[src/rtl/wbus_pkg.sv]
package wbus_pkg;

  // Output form of the resolver
  typedef enum logic {
    OUT_COMB = 1'b0,
    OUT_REG  = 1'b1
  } out_mode_e;

endpackage

[src/rtl/wand_lane_resolver.sv]
// Per-bit pull-up / wired-AND merge of several sources.
module wand_lane_resolver #(
  parameter int NUM_SRC = 4,
  parameter int LANE_W  = 8
) (
  input  logic [NUM_SRC-1:0]        src_en,
  input  logic [NUM_SRC*LANE_W-1:0] src_data,
  output logic [LANE_W-1:0]         merged
);

  for (genvar b = 0; b < LANE_W; b++) begin : g_lane
    logic [NUM_SRC-1:0] pass_term;
    for (genvar s = 0; s < NUM_SRC; s++) begin : g_src
      // A released source leaves the bit to the pull-up.
      assign pass_term[s] = src_data[s*LANE_W + b] | ~src_en[s];
    end
    assign merged[b] = &pass_term;
  end

endmodule

[src/rtl/drive_census.sv]
// Counts active enables and extracts the index of a lone driver.
module drive_census #(
  parameter int NUM_SRC = 4,
  localparam int IDX_W  = $clog2(NUM_SRC),
  localparam int CNT_W  = $clog2(NUM_SRC + 1)
) (
  input  logic [NUM_SRC-1:0] src_en,
  output logic               multi,
  output logic               none,
  output logic [IDX_W-1:0]   lone_idx,
  output logic               lone
);

  logic [CNT_W-1:0] active_cnt;
  logic [IDX_W-1:0] idx_acc;

  always_comb begin
    active_cnt = '0;
    idx_acc    = '0;
    for (int i = 0; i < NUM_SRC; i++) begin
      if (src_en[i]) begin
        active_cnt = active_cnt + CNT_W'(1);
        idx_acc    = idx_acc | IDX_W'(i);
      end
    end
  end

  assign none     = (active_cnt == '0);
  assign lone     = (active_cnt == CNT_W'(1));
  assign multi    = (active_cnt > CNT_W'(1));
  assign lone_idx = lone ? idx_acc : '0;

endmodule

[src/rtl/resolve_out_stage.sv]
// Optional output register with asynchronous assert, synchronous release reset.
module resolve_out_stage
  import wbus_pkg::*;
#(
  parameter int                PW      = 8,
  parameter out_mode_e         MODE    = OUT_REG,
  parameter logic [PW-1:0]     RST_VAL = '1
) (
  input  logic          clk,
  input  logic          rst_n,
  input  logic [PW-1:0] d,
  output logic [PW-1:0] q
);

  if (MODE == OUT_REG) begin : g_reg
    logic       rst_meta, rst_sync_n;
    logic [PW-1:0] q_r, q_nxt;

    always_ff @(posedge clk or negedge rst_n) begin
      if (!rst_n) begin
        rst_meta   <= 1'b0;
        rst_sync_n <= 1'b0;
      end else begin
        rst_meta   <= 1'b1;
        rst_sync_n <= rst_meta;
      end
    end

    always_comb q_nxt = d;

    always_ff @(posedge clk or negedge rst_sync_n) begin
      if (!rst_sync_n) q_r <= RST_VAL;
      else             q_r <= q_nxt;
    end

    assign q = q_r;

    // registered output tracks the prior cycle's input
    a_r8_one_cycle_latency: assert property (@(posedge clk) disable iff (!rst_sync_n)
      $rose(rst_sync_n) || (q == $past(d)) || !$past(rst_sync_n));

    // outputs sit at the reset word while reset is applied
    a_r9_reset_word: assert property (@(posedge clk)
      !rst_sync_n |=> (!rst_sync_n || $past(q) == RST_VAL) );
  end else begin : g_comb
    logic unused_clk_rst;
    assign unused_clk_rst = clk ^ rst_n;
    assign q = d;
  end

endmodule

[src/rtl/wired_bus_resolver.sv]
module wired_bus_resolver
  import wbus_pkg::*;
#(
  parameter int        NUM_DRIVERS = 4,
  parameter int        WIDTH       = 8,
  parameter int        NUM_IRQ     = 3,
  parameter out_mode_e OUT_MODE    = OUT_REG,
  localparam int       IDX_W       = $clog2(NUM_DRIVERS)
) (
  input  logic                         clk,
  input  logic                         rst_n,
  input  logic [NUM_DRIVERS-1:0]       drv_en,
  input  logic [NUM_DRIVERS*WIDTH-1:0] drv_data,
  input  logic [NUM_IRQ-1:0]           irq_pull,
  output logic [WIDTH-1:0]             bus_out,
  output logic                         multi_drive,
  output logic                         no_drive,
  output logic [IDX_W-1:0]             sole_idx,
  output logic                         sole_valid,
  output logic                         irq_n
);

  localparam int PW = WIDTH + IDX_W + 4;
  localparam logic [PW-1:0] RST_WORD =
    {{WIDTH{1'b1}}, 1'b0, 1'b1, {IDX_W{1'b0}}, 1'b0, 1'b1};

  logic [WIDTH-1:0] bus_c;
  logic             multi_c, none_c, sole_c, irq_c;
  logic [IDX_W-1:0] idx_c;
  logic [NUM_IRQ-1:0] irq_low_level;
  logic [PW-1:0]    pack_d, pack_q;

  wand_lane_resolver #(.NUM_SRC(NUM_DRIVERS), .LANE_W(WIDTH)) u_data_lanes (
    .src_en  (drv_en),
    .src_data(drv_data),
    .merged  (bus_c)
  );

  drive_census #(.NUM_SRC(NUM_DRIVERS)) u_census (
    .src_en  (drv_en),
    .multi   (multi_c),
    .none    (none_c),
    .lone_idx(idx_c),
    .lone    (sole_c)
  );

  // Request sources only ever drive a low level when enabled.
  assign irq_low_level = '0;

  wand_lane_resolver #(.NUM_SRC(NUM_IRQ), .LANE_W(1)) u_irq_line (
    .src_en  (irq_pull),
    .src_data(irq_low_level),
    .merged  (irq_c)
  );

  assign pack_d = {bus_c, multi_c, none_c, idx_c, sole_c, irq_c};

  resolve_out_stage #(.PW(PW), .MODE(OUT_MODE), .RST_VAL(RST_WORD)) u_out (
    .clk  (clk),
    .rst_n(rst_n),
    .d    (pack_d),
    .q    (pack_q)
  );

  assign {bus_out, multi_drive, no_drive, sole_idx, sole_valid, irq_n} = pack_q;

  // idle bus floats to all ones
  a_r1_idle_all_ones: assert property (@(posedge clk) disable iff (!rst_n)
    (drv_en == '0) |-> (bus_c == '1));

  // lone driver passes its slot through
  a_r2_lone_passthrough: assert property (@(posedge clk) disable iff (!rst_n)
    sole_c |-> (bus_c == drv_data[idx_c*WIDTH +: WIDTH]));

  // any enabled driver holding a zero pulls the bit low
  for (genvar d = 0; d < NUM_DRIVERS; d++) begin : g_chk
    a_r3_no_bit_above_driver: assert property (@(posedge clk) disable iff (!rst_n)
      drv_en[d] |-> ((bus_c & ~drv_data[d*WIDTH +: WIDTH]) == '0));
  end

  // census flags agree with a population count
  a_r4_contention_flag: assert property (@(posedge clk) disable iff (!rst_n)
    multi_c == ($countones(drv_en) > 1));
  a_r5_idle_flag: assert property (@(posedge clk) disable iff (!rst_n)
    none_c == (drv_en == '0));

  // reported index points at an enabled driver
  a_r6_index_enabled: assert property (@(posedge clk) disable iff (!rst_n)
    sole_c |-> drv_en[idx_c]);

  // request line low while any source pulls
  a_r7_request_line: assert property (@(posedge clk) disable iff (!rst_n)
    (irq_pull != '0) |-> !irq_c);

endmodule

[config.mk]
export PLATFORM = sky130hd
export DESIGN_NAME = wired_bus_resolver
export DESIGN_NICKNAME = d
export VERILOG_FILES = /design/src/rtl/wbus_pkg.sv /design/src/rtl/wand_lane_resolver.sv /design/src/rtl/drive_census.sv /design/src/rtl/resolve_out_stage.sv /design/src/rtl/wired_bus_resolver.sv
export SDC_FILE = /design/constraint.sdc
export NUM_CORES = 1
export LEC_CHECK = 0
export ABC_CLOCK_PERIOD_IN_PS = 1500
export BUFFER_PORTS_ARGS = -buffer_cell sky130_fd_sc_hd__buf_4
export CAP_MARGIN = 25
export CORE_MARGIN = 8
export CORE_UTILIZATION = 43
export DETAILED_ROUTE_END_ITERATION = 8
export PLACE_DENSITY_LB_ADDON = 0.15
export SETUP_SLACK_MARGIN = 0.3
export SLEW_MARGIN = 20
export SYNTH_ARGS = -nofsm -noshare
export SYNTH_HDL_FRONTEND = slang
export SYNTH_SLANG_ARGS = --single-unit
[constraint.sdc]
create_clock -name clk -period 1.5 [get_ports clk]
set_input_delay 0.075 -clock clk [delete_from_list [all_inputs] [get_ports clk]]
set_output_delay 0.075 -clock clk [all_outputs]
set_load 0.02 [all_outputs]
==> reports/metrics.yaml <==
synth_edf_count: 0
finalCriticalPeriod_ps: 1330
syn-mean-instance-area_sq_um: 10.5
place_area_sq_um: 1410
grt_pass1_wl_um: 4260
cts.htree.levels: 1
num_vias: 851
finish.utilization: 0.883
slew_violations: 0
slowest_delay_ps: 260
cp.required_ps: 1660
rrSetupSlack_ps: 910
cp-end-kind: "flip-flop"
outcome: "completed"
syn-num-nets: 122
power_w: 0.00123
critical_path.most_common_cell: "ha_4"
cts.path.max_buffers: 2
path_delay_family: "simple AND/OR/NAND/NOR gates"
ant_nets: 0
first_pass_iters: 5
hold_path_depth: 3
worstPathCellList: "buf_12 > clkinv_16 > ha_4 > nor2b_1 > or2_4 > ha_4 > nand2b_4 > o31a_1 > or2_1"
tritoncts: "yes"
drive_gt1_frac: 0.626
synth_cells: 78
fin_area_sq_um: 1560
max_slew_margin: 0.644
synth_cell_types: 25
clk_latency_ps: 280
io_pins: 55
max-cap-violations: 0
critPathLaunchType: "primary input"
fp.dieW_um: 59.7
peakVddDrop_v: 0.000571
ys_ff_latch: 16
critPathKind: "in -> reg"
power_density_nw_per_um2: 792
antenna_found_initial: 0
ys_async_sr_fraction: 1.00
path_max_fanout: 5
drc: 0
r2r-start: "u_out.g_reg.rst_sync_n"
finalCritPeriodShare: 0.886
whs_ps: 6.38
hold_viol: 0
hold_end: "u_out.q[12]"
yosys_warnings: 0
die-area_sq_um: 3560
cp_slowest_cell: "or2_1"
synth_ff_type: "dfstp_2"
setup_viol: 0
r2r_end: "u_out.q[6]"
setup_tns_ps: 0
routedWlPerCell_um: 17.1
path_buf_inv: 2
drt_wl_total_um: 2940
initial_utilization: 0.465
gp_congestion: 0.740
die_h_um: 59.7
rows: 15
rsz0062_at_grt: "true"
clock_skew_ps: 3.74
dp_hpwl_um: 1960
synth.yosys.seq_area_share: 0.504
viasPerCell: 4.95
final_common_cell: "buf_4"
arrival_ps: 1490
cts_root_buf: "clkbuf_4"
max_slew.worst_pin.slew_ps: 534
hp-start: "drv_data[30]"
grt-ovfl-total: 0
insertedDiodeCount: 0
area_growth_pct: 90.1
drt-initial-drc-count: 37
portBuffers: 54
core_area_sq_um: 1760
track_usage: 0.155
numClockSinks: 16
fmax_ghz: 0.752
worstHoldPathType: "in -> reg"
final_nets: 192
synthesis.area_sq_um: 820
fill_cells: 102
grt_max_degree: 17
cts_buffers: 3
power.leakage_nw: 0.767
grt_pass1_vias: 838
ff2ff_path_depth: 0
final_cell_mix: "buf_4 (62), inv_1 (16), dfstp_2 (10)"
cts.clk_slew.worst_paths_ps: 90
-- what timing repair did --
| action | 4_1_cts | 5_1_grt |
|---|---|---|
| hold endpoints to repair | 3 | 0 |
| resized for setup | 6 | 3 |
| buffers inserted | 2 | 2 |
| pin swaps | 7 | 2 |
| hold buffers | 4 | 0 |
| endpoints found under the setup margin | 5 | 5 |
-- stage by stage --
step	setup slack, ps	cells
after floorplan	67.1	78
after global placement	-115	160
after detailed placement	-159	160
after CTS	194	170
after global routing	107	172
final	170	172
-- Yosys cell counts (2+ instances only) --
cell,count,area [sq um]
a221oi_1,8,70.1
dfrtp_1,6,150
xor2_1,3,26.3
inv_1,16,60.1
nor2b_1,3,18.8
o22ai_1,8,50.1
dfstp_2,10,263
clkinv_1,2,7.51
nor3_1,3,15.0
ha_1,3,37.5
nand2_1,2,7.51
-- cell families (layout without fill, tap and decap cells) --
| logic type | count (synthesis) | count (layout) | synth area share |
|---|---|---|---|
| and+or+nand+nor | 14 | 14 | 0.0992 |
| buffers and inverters | 21 | 90 | 0.107 |
| muxes | 1 | 1 | 0.0122 |
| other | 1 | 1 | 0.00458 |
| DFF | 16 | 16 | 0.504 |
| AOI/OAI and AO/OA | 18 | 18 | 0.176 |
| adders and majority gates | 3 | 3 | 0.0458 |
| xor gates and xnor gates | 4 | 4 | 0.0519 |
-- layout make-up --
class | instances | area [sq um] | area share
inverter | 18 | 120 | 0.0771
sequential | 16 | 413 | 0.265
clock buffer | 4 | 36.3 | 0.0233
multi-input combinational | 41 | 412 | 0.264
tap | 25 | 31.3 | 0.0201
timing repair buffer | 68 | 546 | 0.350
-- metal layers --
metal / vias up / wire, um / GRT usage
met2: 39 / 1620 / 0.282
met4: 0 / 26 / 0.0612
met1: 409 / 1050 / 0.170
met5: - / 0 / 0
met3: 2 / 242 / 0.0321
li1: 401 / - / -
-- flip-flops by register name, summed over array words and instances, names as in the netlist --
signal                  flops
u_out.q                    14
u_out.g_reg.rst_meta        1
u_out.g_reg.rst_sync_n      1
-- how the worst max path moves through the flow --
stage	from	to	slack, ps	cells after the start
5_1_grt	drv_en[0]	u_out.q[3]	110	9
3_3_place_gp	drv_en[0]	u_out.q[5]	-120	8
6_report	drv_en[0]	u_out.q[5]	170	9
2_1_floorplan	drv_en[0]	u_out.q[5]	70	7
3_5_place_dp	drv_en[0]	u_out.q[5]	-160	8
4_1_cts	drv_en[1]	u_out.q[5]	190	8
-- where the power goes --
part / internal (W) / switching (W)
clock network: 0.000147 / 0.000127
registers: 0.000491 / 0.0000171
logic: 0.000244 / 0.000208
No activity file was read; power rests on OpenSTA's default activity.
